File: config.mk
export PLATFORM = sky130hd
export DESIGN_NAME = uv_two_stage_trip
export DESIGN_NICKNAME = d
export VERILOG_FILES = /design/src/rtl/uvt_pkg.sv /design/src/rtl/uvt_pickup_timer.sv /design/src/rtl/uvt_ctrl.sv /design/src/rtl/uvt_datapath.sv /design/src/rtl/uv_two_stage_trip.sv
export SDC_FILE = /design/constraint.sdc
export NUM_CORES = 1
export LEC_CHECK = 0
export BUFFER_PORTS_ARGS = -buffer_cell sky130_fd_sc_hd__buf_4
export CORE_MARGIN = 10
export CORE_UTILIZATION = 41
export CTS_CLUSTER_DIAMETER = 100
export DETAILED_ROUTE_END_ITERATION = 16
export PLACE_DENSITY = 0.71
export REMOVE_ABC_BUFFERS = 1
export SYNTH_ARGS = -nofsm -noshare
export SYNTH_HDL_FRONTEND = slang
export SYNTH_SLANG_ARGS = --single-unit
File: constraint.sdc
create_clock -name clk -period 1.4 [get_ports clk]
set_input_delay 0.21 -clock clk [delete_from_list [all_inputs] [get_ports clk]]
set_output_delay 0.21 -clock clk [all_outputs]
set_load 0.03 [all_outputs]
File: src/rtl/uvt_pkg.sv
package uvt_pkg;

  typedef enum logic [1:0] {
    MODE_OFF  = 2'd0,
    MODE_DT   = 2'd1,
    MODE_IDMT = 2'd2,
    MODE_RSVD = 2'd3
  } uvMode_e;

  // strobes from the control decode to the datapath
  typedef struct packed {
    logic run1;   // stage 1 timer may count this cycle
    logic fast1;  // stage 1 operates without the timer
    logic run2;   // stage 2 timer may count this cycle
    logic fast2;  // stage 2 operates without the timer
  } uvStrobes_t;

endpackage

File: src/rtl/uvt_pickup_timer.sv
module uvt_pickup_timer #(
  parameter int DELAY = 4
) (
  input  logic clk,
  input  logic rstN,
  input  logic run,
  output logic done
);

  localparam int CNT_W = (DELAY < 2) ? 1 : $clog2(DELAY + 1);
  localparam logic [CNT_W-1:0] LIMIT = CNT_W'(DELAY);
  localparam logic [CNT_W-1:0] LAST  = CNT_W'(DELAY - 1);

  logic [CNT_W-1:0] cnt;

  // cnt holds the number of consecutive earlier cycles with run high
  always_ff @(posedge clk or negedge rstN) begin
    if (!rstN) begin
      cnt <= '0;
    end else if (!run) begin
      cnt <= '0;
    end else if (cnt < LIMIT) begin
      cnt <= cnt + 1'b1;
    end
  end

  assign done = run && (cnt >= LAST);

endmodule

File: src/rtl/uvt_ctrl.sv
module uvt_ctrl
  import uvt_pkg::*;
(
  input  logic       [1:0] s1Mode,
  input  logic             s1Block,
  input  logic             s1Inst,
  input  logic       [2:0] s1PhaseLow,
  input  logic             s1InvOperate,
  input  logic             s2Enable,
  input  logic             s2Block,
  input  logic             s2Inst,
  input  logic       [2:0] s2PhaseLow,
  input  logic       [2:0] vetoLow,
  input  logic             vetoEnable,
  output uvStrobes_t       strobes
);

  uvMode_e mode;
  logic    veto;
  logic    s1Live;
  logic    s2Live;

  always_comb begin
    mode   = uvMode_e'(s1Mode);
    veto   = vetoEnable && (&vetoLow);
    s1Live = ((mode == MODE_DT) || (mode == MODE_IDMT)) && !s1Block && !veto;
    s2Live = s2Enable && !s2Block && !veto;

    strobes.run1  = s1Live && (mode == MODE_DT) && (|s1PhaseLow);
    strobes.fast1 = s1Live && (s1Inst || ((mode == MODE_IDMT) && s1InvOperate));
    strobes.run2  = s2Live && (|s2PhaseLow);
    strobes.fast2 = s2Live && s2Inst;
  end

endmodule

File: src/rtl/uvt_datapath.sv
module uvt_datapath
  import uvt_pkg::*;
#(
  parameter int S1_DELAY = 8,
  parameter int S2_DELAY = 16
) (
  input  logic       clk,
  input  logic       rstN,
  input  uvStrobes_t strobes,
  output logic       trip,
  output logic       alarm
);

  logic done1;
  logic done2;

  uvt_pickup_timer #(.DELAY(S1_DELAY)) u_timer1 (
    .clk  (clk),
    .rstN (rstN),
    .run  (strobes.run1),
    .done (done1)
  );

  uvt_pickup_timer #(.DELAY(S2_DELAY)) u_timer2 (
    .clk  (clk),
    .rstN (rstN),
    .run  (strobes.run2),
    .done (done2)
  );

  always_ff @(posedge clk or negedge rstN) begin
    if (!rstN) begin
      trip  <= 1'b0;
      alarm <= 1'b0;
    end else begin
      trip  <= strobes.fast1 || done1;
      alarm <= strobes.fast2 || done2;
    end
  end

endmodule

File: src/rtl/uv_two_stage_trip.sv
module uv_two_stage_trip
  import uvt_pkg::*;
#(
  parameter int S1_DELAY = 8,
  parameter int S2_DELAY = 16
) (
  input  logic       clk,
  input  logic       rstN,
  input  logic [1:0] s1Mode,
  input  logic       s1Block,
  input  logic       s1Inst,
  input  logic [2:0] s1PhaseLow,
  input  logic       s1InvOperate,
  input  logic       s2Enable,
  input  logic       s2Block,
  input  logic       s2Inst,
  input  logic [2:0] s2PhaseLow,
  input  logic [2:0] vetoLow,
  input  logic       vetoEnable,
  output logic       trip,
  output logic       alarm
);

  uvStrobes_t strobes;

  uvt_ctrl u_ctrl (
    .s1Mode       (s1Mode),
    .s1Block      (s1Block),
    .s1Inst       (s1Inst),
    .s1PhaseLow   (s1PhaseLow),
    .s1InvOperate (s1InvOperate),
    .s2Enable     (s2Enable),
    .s2Block      (s2Block),
    .s2Inst       (s2Inst),
    .s2PhaseLow   (s2PhaseLow),
    .vetoLow      (vetoLow),
    .vetoEnable   (vetoEnable),
    .strobes      (strobes)
  );

  uvt_datapath #(
    .S1_DELAY (S1_DELAY),
    .S2_DELAY (S2_DELAY)
  ) u_datapath (
    .clk     (clk),
    .rstN    (rstN),
    .strobes (strobes),
    .trip    (trip),
    .alarm   (alarm)
  );

endmodule

==> impl_metrics.tcl, run 1 <==
set metrics [dict create \
    status "finished with violations" \
    violations "negative setup slack" \
    synth.largest_area_cell "dfrtp_1" \
    ys_seq_area_share_pct 46.9 \
    rows 13 \
    clock_path_buffers 2 \
    max_freq_mhz 706 \
    setup_viol 1 \
    cts_inserted_buffers 3 \
    routed_wl_um 1360 \
    setup_slack_ps -15.7 \
    grt_antenna_before_repair 0 \
    dieWidth_um 57.8 \
    clock-root-buffer "clkbuf_4" \
    synth_top_area_share_pct 46.9 \
    via_count 513 \
    placed_cell_area_sq_um 778 \
    pin_count 22 \
    syn_area_sq_um 587 \
    worstSetupStartpointType "flip-flop" \
    die-area_sq_um 3340 \
    fin_crit_ps 1420 \
    finalCritPeriodShare_pct 101 \
    grt_max_degree 12 \
    r2r_cells 6 \
    grt_usage_pct 9.23 \
    syn-instance-count 56 \
    drv_cap 0 \
    fin_setup_tns_ps -15.7 \
    place_congestion 0.730 \
    drt_iter0_drc 1 \
    p_per_area_nw_per_um2 764 \
    synth_area_leaders "dfrtp_1 47%, ha_1 11%, nor2_1 5.8%" \
    r2r_setup_slack_ps -20 \
    slew_viol_final 0 \
    avgSynthCellArea_sq_um 10.5 \
    crit_start "u_datapath.u_timer2.cnt[0]" \
    yosys_warnings 0 \
    cp_data_arrival_time_ps 1570 \
    hp-start "s1Inst" \
    pre_cts_slack_ps -145 \
    viasPerCell 5.03 \
    finalNetCount 113 \
    clock_latency_ps 260 \
    drcViolationCount 0 \
    grt.overflow.total 0 \
    r2r-start "u_datapath.u_timer2.cnt[0]" \
    hp-class "primary input to flip-flop" \
    cp_data_required_time_ps 1550 \
    crit_type "flip-flop to flip-flop" \
    post_drt_wl_per_cell_um 13.3 \
    holdPathStages 3 \
    drive_above_1_share_pct 40.2 \
    port_buffers 21 \
    ys_types 25 \
    hold_viol_final 0 \
    start_util_pct 44.5 \
    clock_skew_ps 1.23 \
    dpl.hpwl_um 1100 \
    ys_ff_latch 11 \
    placeableCoreArea_sq_um 1320 \
    max_slew.worst_pin.slew_ps 259 \
    cts_tree "yes" \
    rsz0062_at_grt "true" \
    timing.rr.end "u_datapath.alarm" \
    area_growth_pct 44.6 \
    fp.dieH_um 57.8 \
    p_leak_nw 0.442 \
    crit_path_end "u_datapath.alarm" \
    cts.clk_slew.worst_paths_ps 70 \
    crit_fanout 2 \
    grt_pass1_vias 625 \
    slew_headroom_pct 82.7 \
    peakVddDrop_uv 470 \
    clkSinkCount 11 \
    fin_area_sq_um 848 \
    grt_pass1_wl_um 2500 \
    cp-end-kind "flip-flop" \
    drt_pass1_iterations 3 \
    cts_max_level 1 \
    antenna_cells 0 \
    ant_nets 0 \
]
## stage by stage
stage	util, %	hold slack, ps	instances	total power, mW
global route	64.4	184	102	0.678
floorplan	-	-85.6	55	0.367
finish	64.4	188	102	0.648
CTS	63.2	181	100	0.651
global placement	59.1	51.4	94	0.426
detailed placement	59.1	54.3	94	0.430
## critical path, cell delays in order (launching register included)
cell	delay (ps)
dfrtp_1	390
ha_2	190
and3_1	180
ha_2	170
nor3_2	110
a2bb2oi_1	90
and4b_1	180
## placed cells by master, fill, tap and decap left out
cell and instances:
and4b_1 1, clkinv_2 1, nand4_1 2, nand2_1 1, or3_4 1, o21ai_0 1
a31oi_1 1, nor3_2 1, buf_4 27, inv_1 3, o31a_1 1, or3_1 1
clkbuf_4 3, and3_1 1, dfrtp_1 11, a221oi_1 1, nor2_1 9, nor2b_1 2
xor2_1 2, nand3_1 2, a21o_1 1, ha_1 3, nand4b_1 1, a21oi_1 2
a2bb2oi_1 1, xnor2_1 2, dlygate4sd3_1 1, ha_2 2, mux2i_1 2
## power by group
group | total (mW) | switching [mW] | internal, mW | leakage, nW
clock | 0.216 | 0.110 | 0.106 | 0.0177
combinational | 0.105 | 0.0415 | 0.0635 | 0.273
sequential | 0.327 | 0.00347 | 0.324 | 0.152
total | 0.648 | 0.155 | 0.493 | 0.442
## area by class of cell
class                           count  area (sq um)
Tap cell                           15          18.8
Sequential cell                    11           275
Clock inverter                      1          5.00
Timing Repair Buffer               28           213
Fill cell                         106           469
Multi-Input combinational cell     41           303
Clock buffer                        3          22.5
Inverter                            3          11.3
## per-layer routing
| metal | part of all wire [%] | track usage (%) | vias up |
|---|---|---|---|
| met5 | 0 | 0 | - |
| met2 | 41 | 14.4 | 23 |
| met1 | 45 | 9.96 | 227 |
| li1 | - | - | 261 |
| met3 | 12 | 5.23 | 2 |
| met4 | 1.6 | 4.03 | 0 |
## what timing repair did
item / CTS / global route
endpoints found under the setup margin: 1 / 1
hold buffers: 1 / 0
resized for setup: 3 / 0
pin swaps: 3 / 0
setup buffers: 1 / 2
hold endpoints to repair: 11 / 0
## sequential cells by signal, summed over array words and instances (netlist names)
register / count
u_datapath.u_timer1.cnt: 4
u_datapath.alarm: 1
u_datapath.trip: 1
u_datapath.u_timer2.cnt: 5
## logic make-up (layout without fill, tap and decap cells)
| logic type | after synthesis | in the layout | synth area share, % |
|---|---|---|---|
| simple gates | 22 | 22 | 20.5 |
| fa+ha+maj | 5 | 5 | 10.7 |
| mux | 2 | 2 | 3.41 |
| flops | 11 | 11 | 46.9 |
| buf+inv | 4 | 35 | 3.20 |
| xor+xnor | 4 | 4 | 5.97 |
| compound gates | 8 | 8 | 9.38 |
## worst min-delay path by stage
stage,end
final,u_datapath.trip
after global routing,u_datapath.trip
after CTS,u_datapath.trip
after detailed placement,u_datapath.u_timer1.cnt[1]
after global placement,u_datapath.trip
after floorplan,u_datapath.alarm
## synth_stat cells
master	count
nand2_1	1
dfrtp_1	11
a21o_1	1
xnor2_1	2
a221oi_1	1
a2bb2oi_1	1
nor2_1	9
a31oi_1	1
and3_1	1
xor2_1	2
o31a_1	1
ha_1	5
buf_4	1
nor3_1	1
and4b_1	1
mux2i_1	2
or3_1	1
nand4b_1	1
inv_1	3
nand4_1	2
nand3_1	2
or3_4	1
o21ai_0	1
nor2b_1	2
a21oi_1	2
No activity file was read; power rests on OpenSTA's default activity.
==> inputs of run 2 (changes only) <==
==> constraint.sdc (replaced) <==
create_clock -name clk -period 1.4 [get_ports clk]
set_input_delay 0.35 -clock clk [delete_from_list [all_inputs] [get_ports clk]]
set_output_delay 0.35 -clock clk [all_outputs]
set_load 0.03 [all_outputs]
==> run 2 against run 1 <==
Compared with the run above: non-clock buffer count down 1; combinational power down 4%; global-route usage down 0.92 points; highest routed layer unchanged; sequential cell count unchanged; critical endpoint unchanged; largest power group unchanged; the run now ends clean.
==> impl_metrics.tcl, run 2 (same netlist as run 1, synthesis figures left out) <==
set metrics [dict create \
    cp_data_required_time_ps 1560 \
    port_buffers 21 \
    status "finished, final reports clean" \
    largest_register_ffs 5 \
    fin_cells 101 \
    slew_headroom_pct 83.5 \
    clock-root-buffer "clkbuf_4" \
    worstSetupStartpointType "flip-flop" \
    regMostFlops "u_datapath.u_timer2.cnt" \
    clock_skew_ps 1.29 \
    finalNetCount 112 \
    slowest_delay_ps 390 \
    cp_data_arrival_time_ps 1510 \
    grt.overflow.total 0 \
    area_growth_pct 45.8 \
    pin_count 22 \
    cts_inserted_buffers 3 \
    max_slew.worst_pin.slew_ps 246 \
    grt_max_degree 12 \
    place_congestion 0.744 \
    fin_setup_tns_ps 0 \
    die-area_sq_um 3340 \
    max_freq_mhz 741 \
    peakVddDrop_uv 606 \
    final_cell_mix "26 x buf_4, 11 x dfrtp_1, 9 x nor2_1" \
    clkSinkCount 11 \
    drv_cap 0 \
    hold_viol_final 0 \
    cts_tree "yes" \
    grt_pass1_wl_um 2280 \
    dpl.hpwl_um 1120 \
    ant_nets 0 \
    cts.clk_slew.worst_paths_ps 70 \
    grt_antenna_before_repair 0 \
    cts_max_level 1 \
    routed_wl_um 1400 \
    cpLargestDelayFamily "simple AND/OR/NAND/NOR gates" \
    post_drt_wl_per_cell_um 13.9 \
    viasPerCell 5.15 \
    dp.cells 94 \
    finalCritPeriodShare_pct 96.4 \
    placed_cell_area_sq_um 778 \
    placeableCoreArea_sq_um 1320 \
    cp_slowest_cell "dfrtp_1" \
    crit_fanout 2 \
    drt_pass1_iterations 6 \
    clock_latency_ps 270 \
    drt_iter0_drc 6 \
    path_cells "ha_2, and3_4, ha_4, nor3_2, a2bb2oi_1, and4b_1" \
    hp-class "primary input to flip-flop" \
    crit_buf_inv 0 \
    drcViolationCount 0 \
    final_common_cell "buf_4" \
    dieWidth_um 57.8 \
    drive_above_1_share_pct 40.7 \
    rows 13 \
    clock_path_buffers 2 \
    fp.dieH_um 57.8 \
    p_leak_nw 0.437 \
    setup_viol 0 \
    fin_area_sq_um 856 \
    start_util_pct 44.5 \
    grt_pass1_vias 556 \
    via_count 520 \
    fin_crit_ps 1350 \
    crit_type "flip-flop to flip-flop" \
    slew_viol_final 0 \
    antenna_cells 0 \
    largest_registers "u_datapath.u_timer2.cnt: 5 flops, u_datapath.u_timer1.cnt: 4 flops" \
    grt_usage_pct 8.31 \
    cp-end-kind "flip-flop" \
    p_per_area_nw_per_um2 756 \
]
-- run 2: final timing paths --
| kind | start | end | slack, ps | cells past startpoint |
|---|---|---|---|---|
| min | s1Inst | u_datapath.trip | 310 | 3 |
| max reg2reg | u_datapath.u_timer2.cnt[1] | u_datapath.alarm | 50 | 6 |
| max | u_datapath.u_timer2.cnt[1] | u_datapath.alarm | 50 | 6 |
| max in group asynchronous | rstN | u_datapath.u_timer2.cnt[2] | 820 | 2 |
| min in group asynchronous | rstN | u_datapath.trip | 440 | 2 |
| min reg2reg | u_datapath.u_timer1.cnt[1] | u_datapath.u_timer1.cnt[1] | 560 | 2 |
-- run 2: area by class of cell --
type,count,area [sq um]
Fill cell,107,462
Tap cell,15,18.8
Multi-Input combinational cell,41,318
Clock inverter,1,5.00
Timing Repair Buffer,27,205
Sequential cell,11,275
Clock buffer,3,22.5
Inverter,3,11.3
-- run 2: where the power goes --
group | internal [mW] | total [mW] | leakage, nW | switching (mW)
Combinational | 0.0605 | 0.101 | 0.268 | 0.0401
Clock | 0.106 | 0.220 | 0.0177 | 0.114
Sequential | 0.324 | 0.327 | 0.152 | 0.00319
Total | 0.490 | 0.647 | 0.437 | 0.157
-- run 2: layer usage --
metal	part of all wire [%]	GRT usage, %	vias up
li1	-	-	257
met1	47	9.71	237
met2	40	11.2	24
met3	11	6.10	2
met4	1.8	3.36	0
met5	0	0	-
-- run 2: stage by stage --
step	util [%]	setup slack, ps	power [mW]	hold slack, ps
2_1_floorplan	-	-72.1	0.367	54.4
3_3_place_gp	59.1	-60.6	0.426	191
3_5_place_dp	59.1	-93.9	0.430	193
4_1_cts	63.2	19.0	0.654	311
5_1_grt	65.0	-7.91	0.680	306
6_report	65.0	50.3	0.647	312
-- run 2: tightest hold or removal path, cell delays in order --
cell and delay (ps):
buf_4 80, a221oi_1 40, nor2_1 80
-- run 2: what timing repair did --
| item | in CTS | in global routing |
|---|---|---|
| hold buffers | 1 | 0 |
| gates cloned | 0 | 0 |
| setup buffers | 1 | 1 |
| pin swaps | 3 | 2 |
| endpoints found under the setup margin | 1 | 1 |
| resized for setup | 3 | 2 |
| hold endpoints to repair | 11 | 0 |
==> inputs of run 3 (changes only) <==
--- a/config.mk
+++ b/config.mk
@@ -7,10 +7,11 @@
 export LEC_CHECK = 0
 export BUFFER_PORTS_ARGS = -buffer_cell sky130_fd_sc_hd__buf_4
 export CORE_MARGIN = 10
-export CORE_UTILIZATION = 41
+export CORE_UTILIZATION = 44
+export CTS_BUF_LIST = sky130_fd_sc_hd__clkbuf_8
 export CTS_CLUSTER_DIAMETER = 100
 export DETAILED_ROUTE_END_ITERATION = 16
-export PLACE_DENSITY = 0.71
+export PLACE_DENSITY = 0.76
 export REMOVE_ABC_BUFFERS = 1
 export SYNTH_ARGS = -nofsm -noshare
 export SYNTH_HDL_FRONTEND = slang
==> run 3 against run 2 <==
Compared with the run above: sequential power about the same; via count decreased by 1.3%; critical path type unchanged; sequential cell count did not move; clock power rose by 37%; fmax is 0.12% lower; largest power group unchanged; combinational power shrank 4%.
==> impl_metrics.tcl, run 3 (same netlist as run 1, synthesis figures left out) <==
set metrics [dict create \
    cp-end-kind "flip-flop" \
    clock-root-buffer "clkbuf_8" \
    largest_register_ffs 5 \
    placeableCoreArea_sq_um 1280 \
    fillerInstances 102 \
    viasPerCell 5.13 \
    crit_fanout 2 \
    grt_pass1_wl_um 2220 \
    place_congestion 0.792 \
    grt_usage_pct 8.44 \
    finalCritPeriodShare_pct 96.5 \
    drv_cap 0 \
    fin_crit_ps 1350 \
    clock_path_buffers 2 \
    clock_skew_ps 0.406 \
    via_count 513 \
    min_to "u_datapath.trip" \
    final_common_cell "buf_4" \
    peakVddDrop_uv 880 \
    fp.dieH_um 56.5 \
    path_cells "ha_2, and3_4, ha_4, nor3_2, a2bb2oi_1, and4b_1" \
    holdPathStages 3 \
    max_freq_mhz 740 \
    worst_hold_slack_ps 343 \
    cts_tree "yes" \
    slew_viol_final 0 \
    rsz0062_at_grt "true" \
    slowest_delay_ps 380 \
    die-area_sq_um 3190 \
    r2r-start "u_datapath.u_timer2.cnt[1]" \
    port_buffers 21 \
    final_cell_mix "25 x buf_4, 11 x dfrtp_1, 9 x nor2_1" \
    drcViolationCount 0 \
    cts_inserted_buffers 3 \
    rows 13 \
    drt_iter0_drc 4 \
    largest_registers "u_datapath.u_timer2.cnt: 5 flops, u_datapath.u_timer1.cnt: 4 flops" \
    fin_cells 100 \
    grt_pass1_vias 563 \
    p_leak_nw 0.441 \
    routed_wl_um 1320 \
    slew_headroom_pct 84.1 \
    cp_data_required_time_ps 1520 \
    hp-class "primary input to flip-flop" \
    grt.overflow.total 0 \
    p_per_area_nw_per_um2 841 \
    grt_max_degree 12 \
    crit_type "flip-flop to flip-flop" \
    dp.cells 95 \
    worstSetupStartpointType "flip-flop" \
    grt_antenna_before_repair 0 \
    hold_viol_final 0 \
    timing.rr.end "u_datapath.alarm" \
    regMostFlops "u_datapath.u_timer2.cnt" \
    drt_pass1_iterations 4 \
    hp-start "s1Inst" \
    dpl.hpwl_um 1090 \
    postCtsSetupRepairBufs 0 \
    antenna_cells 0 \
    area_growth_pct 47.5 \
    pin_count 22 \
    r2r_cells 6 \
    ant_nets 0 \
    status "finished, final reports clean" \
    cp_slowest_cell "dfrtp_1" \
    cts_max_level 1 \
    clkSinkCount 11 \
    setup_viol 0 \
    cp_data_arrival_time_ps 1470 \
    clock_latency_ps 230 \
    max_slew.worst_pin.slew_ps 238 \
    start_util_pct 45.7 \
    dieWidth_um 56.5 \
    finalNetCount 111 \
    drive_above_1_share_pct 38.8 \
    cts.clk_slew.worst_paths_ps 50 \
    post_drt_wl_per_cell_um 13.2 \
    r2r_setup_slack_ps 50 \
]
==> run 3: cell count changes in the layout (fill, tap and decap cells not counted), sizes merged <==
| cell | before | now |
|---|---|---|
| buf | 26 | 25 |
| clkinv | 1 | 0 |
| inv | 3 | 4 |
==> run 3: timing repair <==
item / 4_1_cts / 5_1_grt
cloned: 0 / 0
pin swaps: 4 / 0
setup endpoints to repair: 1 / 1
hold buffers: 1 / 0
gates resized for setup: 3 / 2
endpoints found under the hold margin: 11 / 0
==> run 3: through the flow <==
stage                     instance area [sq um]  utilization (%)  setup TNS [ps]  total power, mW  setup WS [ps]
final                                       866             67.4               0            0.728           48.6
after floorplan                             579                -           -72.1            0.367          -72.1
after global routing                        866             67.4           -40.1            0.767          -40.1
after global placement                      786             61.1           -62.9            0.426          -62.9
after CTS                                   851             66.2               0            0.738           23.8
after detailed placement                    786             61.1            -124            0.429           -124
==> run 3: critical path, delay by kind of cell, from the launching register on <==
kind	cells	cell delay (ps)
adder cells (fa/ha/maj)	2	340
flip-flops	1	380
AND/OR/NAND/NOR	3	450
AO/OA/AOI/OAI	1	80
==> run 3: power breakdown <==
part / internal [mW] / total, mW / switching [mW]
Combinational: 0.0584 / 0.0974 / 0.0390
Sequential: 0.325 / 0.329 / 0.00343
Clock: 0.192 / 0.302 / 0.110
==> run 3: how the worst max path moves through the flow <==
stage                                    start               end  slack (ps)  depth (start not counted)
floorplan           u_datapath.u_timer2.cnt[0]  u_datapath.alarm         -70                          6
global placement    u_datapath.u_timer2.cnt[0]  u_datapath.alarm         -60                          6
detailed placement  u_datapath.u_timer2.cnt[0]  u_datapath.alarm        -120                          6
CTS                 u_datapath.u_timer2.cnt[0]  u_datapath.alarm          20                          6
global route        u_datapath.u_timer2.cnt[0]  u_datapath.alarm         -40                          6
finish              u_datapath.u_timer2.cnt[1]  u_datapath.alarm          50                          6
==> run 3: routing by layer <==
metal / share of wire, % / GRT usage [%] / wire length, um / vias to the layer above
met3: 7.2 / 5.39 / 95 / 2
met5: 0 / 0 / 0 / -
met1: 38 / 7.76 / 504 / 239
met4: 1.1 / 3.09 / 14 / 0
li1: - / - / - / 255
met2: 53 / 14.6 / 704 / 17
==> run 3: layout make-up <==
type | count | area, sq um | share of cell area [%]
well taps | 15 | 18.8 | 2.17
multi-input cells | 41 | 318 | 36.7
clock buffers | 3 | 41.3 | 4.77
repair buffers | 26 | 198 | 22.8
flip-flops and latches | 11 | 275 | 31.8
clock inverters | 1 | 3.75 | 0.434
inverters | 3 | 11.3 | 1.30
